===== config.mk =====
export PLATFORM = sky130hd
export DESIGN_NAME = gf4k_tower_unit
export DESIGN_NICKNAME = d
export VERILOG_FILES = /design/src/rtl/gf4k_pkg.sv /design/src/rtl/gf_sub_mul.sv /design/src/rtl/gf_tower_mul.sv /design/src/rtl/gf_pow_seq.sv /design/src/rtl/gf4k_tower_unit.sv
export SDC_FILE = /design/constraint.sdc
export NUM_CORES = 1
export LEC_CHECK = 0
export BUFFER_PORTS_ARGS = -buffer_cell sky130_fd_sc_hd__buf_2
export CORE_ASPECT_RATIO = 1.5
export CORE_UTILIZATION = 45
export DETAILED_ROUTE_END_ITERATION = 6
export MAX_ROUTING_LAYER = met4
export PLACE_DENSITY = 0.69
export SYNTH_ARGS = -nofsm -noshare
export SYNTH_HDL_FRONTEND = slang
export SYNTH_SLANG_ARGS = --single-unit

===== constraint.sdc =====
create_clock -name clk -period 2.7 [get_ports clk]
set_input_delay 0.135 -clock clk [delete_from_list [all_inputs] [get_ports clk]]
set_output_delay 0.135 -clock clk [all_outputs]
set_load 0.1 [all_outputs]

===== src/rtl/gf4k_pkg.sv =====
package gf4k_pkg;

  // Generator control states
  typedef enum logic [1:0] {
    GS_IDLE = 2'd0,
    GS_RUN  = 2'd1,
    GS_DONE = 2'd2,
    GS_FAIL = 2'd3
  } gen_state_e;

  // Default field shape: 12-bit symbol over a 6-bit subfield
  localparam int unsigned DEF_SYM_W      = 12;
  localparam logic [6:0]  DEF_HALF_POLY  = 7'h43;   // x^6 + x + 1
  localparam logic [5:0]  DEF_HALF_KAPPA = 6'h21;   // inverse of subfield generator
  localparam logic [11:0] DEF_STEP_CONST = 12'hE01; // primitive step element

endpackage


===== src/rtl/gf_sub_mul.sv =====
// Shift-and-add multiplier in the GF(2^W) subfield.
module gf_sub_mul #(
  parameter int unsigned W    = 6,
  parameter logic [W:0]  POLY = 7'h43
) (
  input  logic [W-1:0] a,
  input  logic [W-1:0] b,
  output logic [W-1:0] p
);

  logic [W-1:0] bsh [W];    // b·x^k, reduced
  logic [W-1:0] acc [W+1];  // running partial sums

  assign bsh[0] = b;
  assign acc[0] = '0;

  for (genvar k = 0; k < W; k++) begin : g_stage
    assign acc[k+1] = acc[k] ^ (a[k] ? bsh[k] : '0);
    if (k < W - 1) begin : g_shift
      logic [W:0] sh;
      assign sh       = {bsh[k], 1'b0};
      assign bsh[k+1] = sh[W-1:0] ^ (sh[W] ? POLY[W-1:0] : '0);
    end
  end

  assign p = acc[W];

endmodule


===== src/rtl/gf_tower_mul.sv =====
// Quadratic-extension multiplier: symbol = {hi, lo} over the subfield.
module gf_tower_mul #(
  parameter int unsigned         SYM_W      = 12,
  parameter logic [SYM_W/2:0]    HALF_POLY  = 7'h43,
  parameter logic [SYM_W/2-1:0]  HALF_KAPPA = 6'h21
) (
  input  logic [SYM_W-1:0] a,
  input  logic [SYM_W-1:0] b,
  output logic [SYM_W-1:0] p
);

  localparam int unsigned HW = SYM_W / 2;

  logic [HW-1:0] ah, al, bh, bl;
  logic [HW-1:0] p_lo, p_sum, p_hi, p_hk;

  assign ah = a[SYM_W-1:HW];
  assign al = a[HW-1:0];
  assign bh = b[SYM_W-1:HW];
  assign bl = b[HW-1:0];

  gf_sub_mul #(.W(HW), .POLY(HALF_POLY)) u_lo (
    .a(al), .b(bl), .p(p_lo)
  );

  gf_sub_mul #(.W(HW), .POLY(HALF_POLY)) u_sum (
    .a(ah ^ al), .b(bh ^ bl), .p(p_sum)
  );

  gf_sub_mul #(.W(HW), .POLY(HALF_POLY)) u_hi (
    .a(ah), .b(bh), .p(p_hi)
  );

  gf_sub_mul #(.W(HW), .POLY(HALF_POLY)) u_kappa (
    .a(p_hi), .b(HALF_KAPPA), .p(p_hk)
  );

  assign p = {p_sum ^ p_lo, p_hk ^ p_lo};

endmodule


===== src/rtl/gf_pow_seq.sv =====
// Steps through powers of the step constant and emits exp/log table writes.
module gf_pow_seq
  import gf4k_pkg::*;
#(
  parameter int unsigned         SYM_W      = 12,
  parameter logic [SYM_W/2:0]    HALF_POLY  = 7'h43,
  parameter logic [SYM_W/2-1:0]  HALF_KAPPA = 6'h21,
  parameter logic [SYM_W-1:0]    STEP_CONST = 12'hE01
) (
  input  logic             clk,
  input  logic             rst,
  input  logic             start,
  input  logic             en,
  output logic             we,
  output logic [SYM_W-1:0] exp_addr,
  output logic [SYM_W-1:0] exp_data,
  output logic [SYM_W-1:0] log_addr,
  output logic [SYM_W-1:0] log_data,
  output logic             done,
  output logic             err
);

  localparam int unsigned     N_STEPS = (1 << SYM_W) - 1;
  localparam logic [SYM_W-1:0] LAST_IDX = SYM_W'(N_STEPS - 1);
  localparam logic [SYM_W-1:0] ONE      = SYM_W'(1);

  gen_state_e       state;
  logic [SYM_W-1:0] cur;
  logic [SYM_W-1:0] idx;
  logic [SYM_W-1:0] prod;
  logic [SYM_W-1:0] nxt;
  logic             wrap_early;

  gf_tower_mul #(
    .SYM_W(SYM_W), .HALF_POLY(HALF_POLY), .HALF_KAPPA(HALF_KAPPA)
  ) u_step_mul (
    .a(cur), .b(STEP_CONST), .p(prod)
  );

  assign nxt        = (cur == '0) ? ONE : prod;
  assign wrap_early = (nxt == ONE) && (idx != '0);

  always_ff @(posedge clk) begin
    if (rst) begin
      state    <= GS_IDLE;
      cur      <= '0;
      idx      <= '0;
      we       <= 1'b0;
      exp_addr <= '0;
      exp_data <= '0;
      log_addr <= '0;
      log_data <= '0;
      done     <= 1'b0;
      err      <= 1'b0;
    end else begin
      we <= 1'b0;
      if (start) begin
        state <= GS_RUN;
        cur   <= '0;
        idx   <= '0;
        done  <= 1'b0;
        err   <= 1'b0;
      end else if (state == GS_RUN && en) begin
        if (wrap_early) begin
          state <= GS_FAIL;
          err   <= 1'b1;
        end else begin
          we       <= 1'b1;
          exp_addr <= idx;
          exp_data <= nxt;
          log_addr <= nxt;
          log_data <= idx;
          cur      <= nxt;
          idx      <= idx + 1'b1;
          if (idx == LAST_IDX) begin
            state <= GS_DONE;
            done  <= 1'b1;
          end
        end
      end
    end
  end

endmodule


===== src/rtl/gf4k_tower_unit.sv =====
module gf4k_tower_unit
  import gf4k_pkg::*;
#(
  parameter int unsigned         SYM_W      = DEF_SYM_W,
  parameter logic [SYM_W/2:0]    HALF_POLY  = DEF_HALF_POLY,
  parameter logic [SYM_W/2-1:0]  HALF_KAPPA = DEF_HALF_KAPPA,
  parameter logic [SYM_W-1:0]    STEP_CONST = DEF_STEP_CONST
) (
  input  logic             clk,
  input  logic             rst,
  input  logic [SYM_W-1:0] mul_a,
  input  logic [SYM_W-1:0] mul_b,
  output logic [SYM_W-1:0] mul_p,
  input  logic             gen_start,
  input  logic             gen_en,
  output logic             tbl_we,
  output logic [SYM_W-1:0] exp_addr,
  output logic [SYM_W-1:0] exp_data,
  output logic [SYM_W-1:0] log_addr,
  output logic [SYM_W-1:0] log_data,
  output logic             gen_done,
  output logic             gen_err
);

  gf_tower_mul #(
    .SYM_W(SYM_W), .HALF_POLY(HALF_POLY), .HALF_KAPPA(HALF_KAPPA)
  ) u_port_mul (
    .a(mul_a), .b(mul_b), .p(mul_p)
  );

  gf_pow_seq #(
    .SYM_W(SYM_W), .HALF_POLY(HALF_POLY), .HALF_KAPPA(HALF_KAPPA),
    .STEP_CONST(STEP_CONST)
  ) u_seq (
    .clk(clk), .rst(rst), .start(gen_start), .en(gen_en),
    .we(tbl_we), .exp_addr(exp_addr), .exp_data(exp_data),
    .log_addr(log_addr), .log_data(log_data),
    .done(gen_done), .err(gen_err)
  );

endmodule


==> metrics.txt, run 1 <==
Peak Freq 0.394 GHz; vias per inst 5.51; CP endpoint kind register; Net Count, Synth 705; ratio of cells with drive above 1 in the final layout 0.219; Reg area 0.00106 mm²; GPL Wtd Cong 0.933; H-tree depth 2; hold path startpoint gen_en; antenna viol nets, final 0; status completed; Max-slew headroom 0.352; Hold WC Path Type in2reg; multi-input logic area 0.00352 mm²; Tcrit/Tclk final 0.941; row cnt 46; cells after synthesis 673; YS warnings 0; clk sinks 53; Remaining DRCs 0; Critical R2R Capture u_seq.cur[0]$_SDFFE_PP0P_; top-level I/O count 91; worst skew pair latency 0.30 ns; Critical Path Fanout Max 27; switch share 0.520; Synth Cell Area 0.00497 mm²; final hold vios 0; Syn Area/Cell 7.39 µm²; vias in the first global route 4506; Initial Utilization 0.467; Worst Path Arrival 2.75 ns; DP HPWL 10200 µm; Post-Route Utilization 0.539; Worst Reg-to-Reg Cells 9; global route total overflow 0; Area Overhead vs Synth 15.5%; # placed instances 860; final slew viol count 0; R2R Path Start u_seq.cur[8]$_SDFFE_PP0P_; clk buf depth 2; Worst-Margin Slew 0.969 ns; Pre-Repair DR Iteration Count 5; layout filler cell count 1022; setup TNS 0 ns; skew final 0.00542 ns; hold-fix buffers at CTS 0; vias 4777; Non-Filler Instances 867; Core Region 0.0106 mm²; CTS tree yes; Flop pwr share 0.198; Cell Int Power 1.91 mW; DRT Wirelength 13600 µm; Main synth FF type dfxtp_1; setup violators final 0; DR iter-0 viols 169; PD cells 692 mW/mm²; fin nets 755; CP Launch Point u_seq.cur[8]$_SDFFE_PP0P_; clock power share 0.181; drt wl/cell 15.6 µm; Peak supply drop 682 µV; Pleak 2.32 nW; Synth Register Bits 53; r2r setup slk 0.16 ns; max-cap viol count 0; ANT cells 0; Cell variety after synth 54; CTS root buf clkbuf_16; GRT Overall Usage 0.245; first-pass GRT wire length 21400 µm; Crit Path Class reg2reg; Tot Pwr 3.98 mW; Synth async-reset ratio 0; Die ar. 0.0115 mm²; chip height 131 µm; CTS buffer count 5; crit start category register; port bufs 90; Reg clk slew, reported paths 0.07 ns; pin count of the biggest net entering global routing 35; register area share after synthesis 0.213; CP endpoint u_seq.cur[0]$_SDFFE_PP0P_; die width 87.8 µm; Post-synth EDFFs 0; RSZ-0062 raised after global routing no; combinational share of power 0.621; Final min period 2.54 ns; Worst Path Required 2.91 ns; Switch Pwr 2.07 mW; antenna violations before repair 0
-- layer usage --
layer	vias up	wire length, µm	GRT usage
met5	-	0	-
met4	0	741	0.159
met3	45	521	0.0270
met2	155	7340	0.448
met1	2240	4970	0.242
li1	2337	-	-
-- registers in the layout (all words and copies together), names as in the netlist --
signal	cells
u_seq.state	2
u_seq.cur	12
u_seq.exp_data	12
u_seq.we	1
u_seq.done	1
u_seq.err	1
u_seq.exp_addr	12
u_seq.idx	12
-- synthesized netlist by cell type (3+ instances only) --
cell type / count / area share
nand2_1: 73 / 0.055
a2111o_1: 5 / 0.011
dfxtp_1: 53 / 0.21
o22ai_1: 4 / 0.0050
nor2_1: 52 / 0.039
xnor2_1: 99 / 0.17
nand2b_1: 5 / 0.0063
xor2_1: 34 / 0.060
clkbuf_1: 40 / 0.030
or3_1: 9 / 0.011
o21ai_0: 48 / 0.048
nand3_1: 53 / 0.053
buf_4: 27 / 0.041
buf_6: 3 / 0.0068
nor3_1: 8 / 0.0081
nor4b_1: 3 / 0.0053
inv_1: 11 / 0.0083
ha_1: 4 / 0.010
o221ai_1: 3 / 0.0053
buf_1: 3 / 0.0023
nor2b_1: 4 / 0.0050
buf_2: 8 / 0.0081
mux2i_1: 11 / 0.022
xnor3_1: 6 / 0.027
and3_1: 4 / 0.0050
a21oi_1: 60 / 0.060
clkbuf_2: 3 / 0.0030
-- final cells by class --
| cell class | instances | area share |
|---|---|---|
| clock inverter | 2 | 0.00610 |
| multi-input combinational | 525 | 0.612 |
| clock buffer | 5 | 0.0218 |
| tap | 144 | 0.0314 |
| sequential | 53 | 0.185 |
| inverter | 11 | 0.00719 |
| timing repair buffer | 127 | 0.136 |
-- through the flow --
step,cell area [µm²],worst slack [ns],hold slack (ns)
floorplan,5050,0.0933,0.314
global placement,5560,-0.347,0.439
detailed placement,5560,-0.361,0.440
CTS,5730,0.0516,0.201
global route,5740,0.00160,0.231
finish,5740,0.160,0.215
-- how the worst min path moves through the flow --
stage	end	slack [ns]	depth (start not counted)
after global routing	u_seq.state[0]$_SDFFE_PP0P_	0.23	3
final	u_seq.state[1]$_SDFFE_PP0P_	0.21	3
after global placement	u_seq.err$_SDFFE_PP0P_	0.44	2
after floorplan	u_seq.idx[11]$_SDFFE_PP0P_	0.31	2
after detailed placement	u_seq.err$_SDFFE_PP0P_	0.44	2
after CTS	u_seq.state[1]$_SDFFE_PP0P_	0.20	3
-- cell families (layout without fill, tap and decap cells) --
family / after synthesis / in the layout / synth area share
muxes: 12 / 12 / 0.0244
DFF: 53 / 53 / 0.213
adders and majority gates: 4 / 4 / 0.0101
xor gates and xnor gates: 142 / 142 / 0.274
and+or+nand+nor: 220 / 220 / 0.201
AOI/OAI and AO/OA: 147 / 147 / 0.178
buffers and inverters: 95 / 145 / 0.0994
-- power groups by stage --
stage,clock network [mW],registers [mW],logic [mW]
after detailed placement,0,0.806,2.47
final,0.718,0.788,2.47
after floorplan,0,0.814,2.04
after global placement,0,0.806,2.45
after CTS,0.723,0.788,2.47
after global routing,0.746,0.788,2.59
-- layout by cell type, fill, tap and decap left out, types with 2 or more instances in the layout --
cell type / n
xnor2_1: 89
buf_2: 88
nand2_1: 73
a21oi_1: 58
nand3_1: 53
nor2_1: 52
dfxtp_1: 52
o21ai_0: 48
buf_4: 35
xor2_1: 34
inv_1: 11
mux2i_1: 11
xnor2_2: 10
or3_1: 9
nor3_1: 8
xnor3_1: 6
nand2b_1: 5
a2111o_1: 5
clkbuf_16: 5
nor2b_1: 4
o22ai_1: 4
a21oi_2: 4
and3_1: 4
ha_1: 4
buf_12: 4
o221ai_1: 3
nor4b_1: 3
a22oi_1: 2
o211ai_1: 2
a211oi_1: 2
xor3_1: 2
nor4_1: 2
or2_2: 2
a31oi_1: 2
a311o_1: 2
a21o_1: 2
nand4_1: 2
and2_1: 2
-- worst max-delay path: stages, from the launching register on --
cell      delay (ns)
dfxtp_1         0.37
buf_4           0.15
xnor3_1         0.42
or3_1           0.37
a22oi_2         0.24
buf_4           0.18
a311o_1         0.21
buf_12          0.19
nand2_1         0.08
a221oi_2        0.24
-- repair_timing --
| action | CTS | global route |
|---|---|---|
| endpoints found under the setup margin | 13 | 10 |
| gates resized for setup | 2 | 3 |
| setup buffers | 0 | 0 |
Power figures use the tool's default switching activity.
==> inputs of run 2 (changes only) <==
Clock period 2.7 ns to 2.6 ns, I/O delays scaled along.
==> metrics.txt, run 2 (synthesized netlist as in run 1, its figures left out) <==
Critical Path Fanout Max 22 (was 27); Switch Pwr 2.19 mW (was 2.07 mW); skew final 0.00757 ns (was 0.00542 ns); hold-fix buffers at CTS 0 (unchanged); Final min period 2.50 ns (was 2.54 ns); switch share 0.518 (was 0.520); H-tree depth 2 (unchanged); PD cells 709 mW/mm² (was 692 mW/mm²); crit start category register (unchanged); antenna violations before repair 0 (unchanged); vias per inst 5.61 (was 5.51); Tot Pwr 4.22 mW (was 3.98 mW); fin nets 771 (was 755); Worst Path Arrival 2.73 ns (was 2.75 ns); RSZ-0062 raised after global routing no (unchanged); drt wl/cell 16.0 µm (was 15.6 µm); CP endpoint kind register (unchanged); max-cap viol count 0 (unchanged); R2R Path Start u_seq.cur[1]$_SDFFE_PP0P_ (was u_seq.cur[8]$_SDFFE_PP0P_); # placed instances 873 (was 860); CTS tree yes (unchanged); vias in the first global route 4567 (was 4506); CTS buffer count 5 (unchanged); Crit Path Class reg2reg (unchanged); final slew viol count 0 (unchanged); combinational share of power 0.621 (about the same); DR iter-0 viols 209 (was 169); GPL Wtd Cong 1.00 (was 0.933); Remaining DRCs 0 (unchanged); clk sinks 53 (unchanged); Area Overhead vs Synth 19.8% (was 15.5%); DRT Wirelength 14200 µm (was 13600 µm); Pre-Repair DR Iteration Count 6 (was 5); DP HPWL 10500 µm (was 10200 µm); Flop pwr share 0.194 (was 0.198); ratio of cells with drive above 1 in the final layout 0.242 (was 0.219); layout filler cell count 973 (was 1022); Cell Int Power 2.04 mW (was 1.91 mW); Reg area 0.00106 mm² (about the same); global route total overflow 0 (unchanged); post-place setup slack -0.360 ns (was -0.361 ns); ANT cells 0 (unchanged); first-pass GRT wire length 21700 µm (was 21400 µm); final hold vios 0 (unchanged); worst skew pair latency 0.30 ns (about the same); setup TNS 0 ns (unchanged); multi-input logic area 0.00357 mm² (was 0.00352 mm²); antenna viol nets, final 0 (unchanged); CTS root buf clkbuf_16 (unchanged); Worst-Margin Slew 0.868 ns (was 0.969 ns); Worst Path Required 2.82 ns (was 2.91 ns); hold path startpoint gen_en (unchanged); Core Region 0.0106 mm² (unchanged); GRT Overall Usage 0.247 (was 0.245); status completed (unchanged); Non-Filler Instances 884 (was 867); vias 4962 (was 4777); chip height 131 µm (unchanged); setup violators final 0 (unchanged); Tcrit/Tclk final 0.963 (was 0.941); Die ar. 0.0115 mm² (unchanged); Max-slew headroom 0.419 (was 0.352); Peak supply drop 379 µV (was 682 µV); final worst-path setup slack 0.0966 ns (was 0.160 ns); clk buf depth 2 (unchanged); clock power share 0.185 (was 0.181); die width 87.8 µm (unchanged); Hold WC Path Type in2reg (unchanged); pin count of the biggest net entering global routing 35 (unchanged); port bufs 90 (unchanged); Reg clk slew, reported paths 0.07 ns (about the same); CP Launch Point u_seq.cur[1]$_SDFFE_PP0P_ (was u_seq.cur[8]$_SDFFE_PP0P_); most frequent cells in the layout xnor2_1 (87), buf_2 (87), nand2_1 (73), a21oi_1 (59), nand3_1 (53) (was xnor2_1 (89), buf_2 (88), nand2_1 (73), a21oi_1 (58), nand3_1 (53)); Initial Utilization 0.467 (unchanged); top-level I/O count 91 (unchanged); row cnt 46 (unchanged); Pleak 2.41 nW (was 2.32 nW); Peak Freq 0.399 GHz (was 0.394 GHz)
run 2: cell count changes in the layout (fill, tap and decap cells not counted), sizes merged:
cell,previous run,this run
buf,127,142
clkinvlp,0,1
a311oi,3,4
run 2: path summary, 6_finish.rpt:
check,slack (ns),cells after the start,to
hold reg to reg,0.46,2,u_seq.err$_SDFFE_PP0P_
setup / recovery,0.1,9,u_seq.idx[10]$_SDFFE_PP0P_
hold / removal,0.19,3,u_seq.state[1]$_SDFFE_PP0P_
setup reg to reg,0.1,9,u_seq.idx[10]$_SDFFE_PP0P_
run 2: what timing repair did:
item,in CTS,in global routing
buffers inserted,0,2
pin swaps,0,6
gates resized for setup,2,9
gates cloned,0,1
setup endpoints to repair,36,46
run 2: area by class of cell:
type                       count  area share
sequential                    53       0.179
clock buffer                   5      0.0210
clock inverter                 3     0.00777
multi-input combinational    526       0.600
timing repair buffer         142       0.155
tap                          144      0.0303
inverter                      11     0.00693
run 2: through the flow:
| stage | hold WS, ns | instance area [µm²] | util |
|---|---|---|---|
| finish | 0.190 | 5950 | 0.559 |
| global route | 0.210 | 5950 | 0.559 |
| CTS | 0.186 | 5870 | 0.551 |
| detailed placement | 0.451 | 5680 | 0.534 |
| global placement | 0.440 | 5680 | 0.534 |
| floorplan | 0.309 | 5050 | - |
run 2: per-layer routing:
layer  share of wire  track usage  up-vias
li1                -            -     2387
met1            0.36        0.236     2358
met2            0.55        0.468      165
met3           0.032       0.0214       52
met4           0.055        0.153        0
met5               0            -        -
run 2: worst max-delay path, cell delays in order, from the launching register on:
cell	delay, ns
dfxtp_2	0.34
xnor2_2	0.17
xnor3_2	0.50
buf_4	0.17
mux2i_1	0.11
buf_4	0.17
a21o_1	0.28
buf_12	0.20
a2111o_1	0.40
o21ai_0	0.08
run 2: power groups by stage:
| stage | Sequential [mW] | Combinational, mW | Clock, mW |
|---|---|---|---|
| floorplan | 0.845 | 2.12 | 0 |
| global placement | 0.836 | 2.60 | 0 |
| detailed placement | 0.836 | 2.62 | 0 |
| CTS | 0.817 | 2.62 | 0.788 |
| global route | 0.818 | 2.73 | 0.821 |
| finish | 0.817 | 2.62 | 0.783 |
==> inputs of run 3 (changes only) <==
Settings changed: GPL_TIMING_DRIVEN set to 0, PLACE_DENSITY 0.69 to 0.67.
==> metrics.txt, run 3 (synthesized netlist as in run 1, its figures left out) <==
Worst Reg-to-Reg Cells 8 (was 9); drt wl/cell 16.1 µm (was 16.0 µm); GPL Wtd Cong 0.884 (was 1.00); antenna violations before repair 0 (unchanged); Tcrit/Tclk final 0.969 (was 0.963); Peak Freq 0.397 GHz (was 0.399 GHz); ratio of cells with drive above 1 in the final layout 0.245 (was 0.242); Area Overhead vs Synth 21.0% (was 19.8%); met2 WL 7960 µm (was 7850 µm); Core Region 0.0106 mm² (unchanged); placed inst area 0.00560 mm² (was 0.00568 mm²); H-tree depth 2 (unchanged); skew final 0.00447 ns (was 0.00757 ns); ANT cells 0 (unchanged); CP endpoint kind register (unchanged); DRT Wirelength 14500 µm (was 14200 µm); Hold WC Path Type in2reg (unchanged); Flop pwr share 0.205 (was 0.194); fin nets 787 (was 771); hold path startpoint rst (was gen_en); r2r setup slk 0.08 ns (was 0.1 ns); Crit Path Class reg2reg (unchanged); pin count of the biggest net entering global routing 18 (was 35); Worst-Margin Slew 0.648 ns (was 0.868 ns); final hold vios 0 (unchanged); top-level I/O count 91 (unchanged); CTS buffer count 5 (unchanged); Critical Path Fanout Max 10 (was 22); layout filler cell count 1029 (was 973); worst skew pair latency 0.30 ns (about the same); Critical R2R Capture u_seq.cur[9]$_SDFFE_PP0P_ (was u_seq.idx[10]$_SDFFE_PP0P_); GRT Overall Usage 0.266 (was 0.247); first-pass GRT wire length 23200 µm (was 21700 µm); Peak supply drop 404 µV (was 379 µV); Pleak 2.42 nW (was 2.41 nW); wire length on met3 529 µm (was 456 µm); Die ar. 0.0115 mm² (unchanged); Pre-Repair DR Iteration Count 5 (was 6); Metal-1 WL 5390 µm (was 5060 µm); clock power share 0.167 (was 0.185); global route total overflow 0 (unchanged); DR iter-0 viols 185 (was 209); Switch Pwr 2.17 mW (was 2.19 mW); Max-slew headroom 0.565 (was 0.419); port bufs 75 (was 90); status completed (unchanged); CTS tree yes (unchanged); clk sinks 53 (unchanged); setup violators final 0 (unchanged); vias in the first global route 4788 (was 4567); Hold WS 0.167 ns (was 0.190 ns); row cnt 46 (unchanged); Hold Path Stages 3 (unchanged); PD cells 664 mW/mm² (was 709 mW/mm²); vias per inst 5.50 (was 5.61); R2R Path Start u_seq.cur[4]$_SDFFE_PP0P_ (was u_seq.cur[1]$_SDFFE_PP0P_); Final min period 2.52 ns (was 2.50 ns); design area 0.00601 mm² (was 0.00595 mm²); Initial Utilization 0.467 (unchanged); clk buf depth 2 (unchanged); Worst Path Arrival 2.74 ns (was 2.73 ns); CTS root buf clkbuf_16 (unchanged); Worst Path Required 2.82 ns (about the same); Reg clk slew, reported paths 0.07 ns (about the same); final slew viol count 0 (unchanged); Highest Signal Layer met4 (unchanged); Hold Path End u_seq.idx[5]$_SDFFE_PP0P_ (was u_seq.state[1]$_SDFFE_PP0P_); chip height 131 µm (unchanged); RSZ-0062 raised after global routing yes (was no); crit start category register (unchanged); antenna viol nets, final 0 (unchanged); combinational share of power 0.629 (was 0.621); vias 4948 (was 4962); Remaining DRCs 0 (unchanged); most frequent cells in the layout xnor2_1 (78), buf_2 (78), nand2_1 (73), a21oi_1 (57), nand3_1 (53) (was xnor2_1 (87), buf_2 (87), nand2_1 (73), a21oi_1 (59), nand3_1 (53)); die width 87.8 µm (unchanged); Cell Int Power 1.82 mW (was 2.04 mW); DP HPWL 11100 µm (was 10500 µm); max-cap viol count 0 (unchanged); switch share 0.544 (was 0.518)
==> run 3: cell count changes in the layout (fill, tap and decap cells not counted), sizes merged <==
| cell | previous run | this run |
|---|---|---|
| bufinv | 1 | 0 |
| clkbuf | 5 | 45 |
| inv | 11 | 12 |
| buf | 142 | 119 |
| a311oi | 4 | 3 |
==> run 3: critical path, stage by stage (launching register included) <==
cell and delay (ns):
dfxtp_2 0.45, xnor3_1 0.44, xor2_1 0.36, a21oi_4 0.09, buf_4 0.17, a311oi_4 0.34
buf_2 0.28, o21ai_0 0.13, a21oi_1 0.17
==> run 3: metrics by stage <==
stage / TNS [ns] / power, mW / worst slack (ns) / utilization / std cells
6_report: 0 / 3.99 / 0.0817 / 0.565 / 900
5_1_grt: -0.0473 / 4.14 / -0.0372 / 0.565 / 900
4_1_cts: 0 / 3.99 / 0.00178 / 0.553 / 898
3_5_place_dp: -11.61 / 3.28 / -0.337 / 0.526 / 892
3_3_place_gp: -8.09 / 3.26 / -0.237 / 0.526 / 892
2_1_floorplan: 0 / 2.96 / 0.00326 / - / 673
==> run 3: per-layer routing <==
layer  GRT usage  vias to the layer above
li1            -                     2414
met5           -                        -
met4       0.145                        0
met1       0.270                     2344
met2       0.492                      148
met3      0.0276                       42
==> run 3: cell type report <==
cell class	instances	area, µm²	share of cell area
inverter	11	41.3	0.00686
tap	144	180	0.0300
clock buffer	5	125	0.0208
sequential	53	1070	0.178
multi-input combinational	525	3710	0.616
clock inverter	3	21.3	0.00354
buffer	80	460	0.0766
timing repair buffer	79	410	0.0682
==> run 3: repair_timing <==
action / in CTS / in global routing
setup endpoints to repair: 57 / 50
hold buffers: 0 / 0
gates resized for setup: 26 / 37
pin swaps: 2 / 6
buffers inserted: 1 / 3
==> run 3: worst max-delay path by stage <==
stage | to | start | slack (ns) | cells past startpoint
after detailed placement | u_seq.exp_data[10]$_SDFFE_PP0P_ | u_seq.cur[4]$_SDFFE_PP0P_ | -0.34 | 8
after floorplan | mul_p[9] | mul_b[10] | 0.003 | 7
after CTS | mul_p[9] | mul_b[10] | 0.002 | 8
after global placement | u_seq.exp_addr[4]$_SDFFE_PP0P_ | u_seq.cur[4]$_SDFFE_PP0P_ | -0.24 | 8
final | u_seq.cur[9]$_SDFFE_PP0P_ | u_seq.cur[4]$_SDFFE_PP0P_ | 0.08 | 8
after global routing | mul_p[9] | mul_b[10] | -0.04 | 8
==> run 3: power groups by stage <==
stage,registers (mW),clock network (mW),logic [mW]
2_1_floorplan,0.845,0,2.12
3_5_place_dp,0.836,0,2.44
3_3_place_gp,0.836,0,2.43
6_report,0.818,0.665,2.51
4_1_cts,0.818,0.685,2.48
5_1_grt,0.818,0.709,2.62
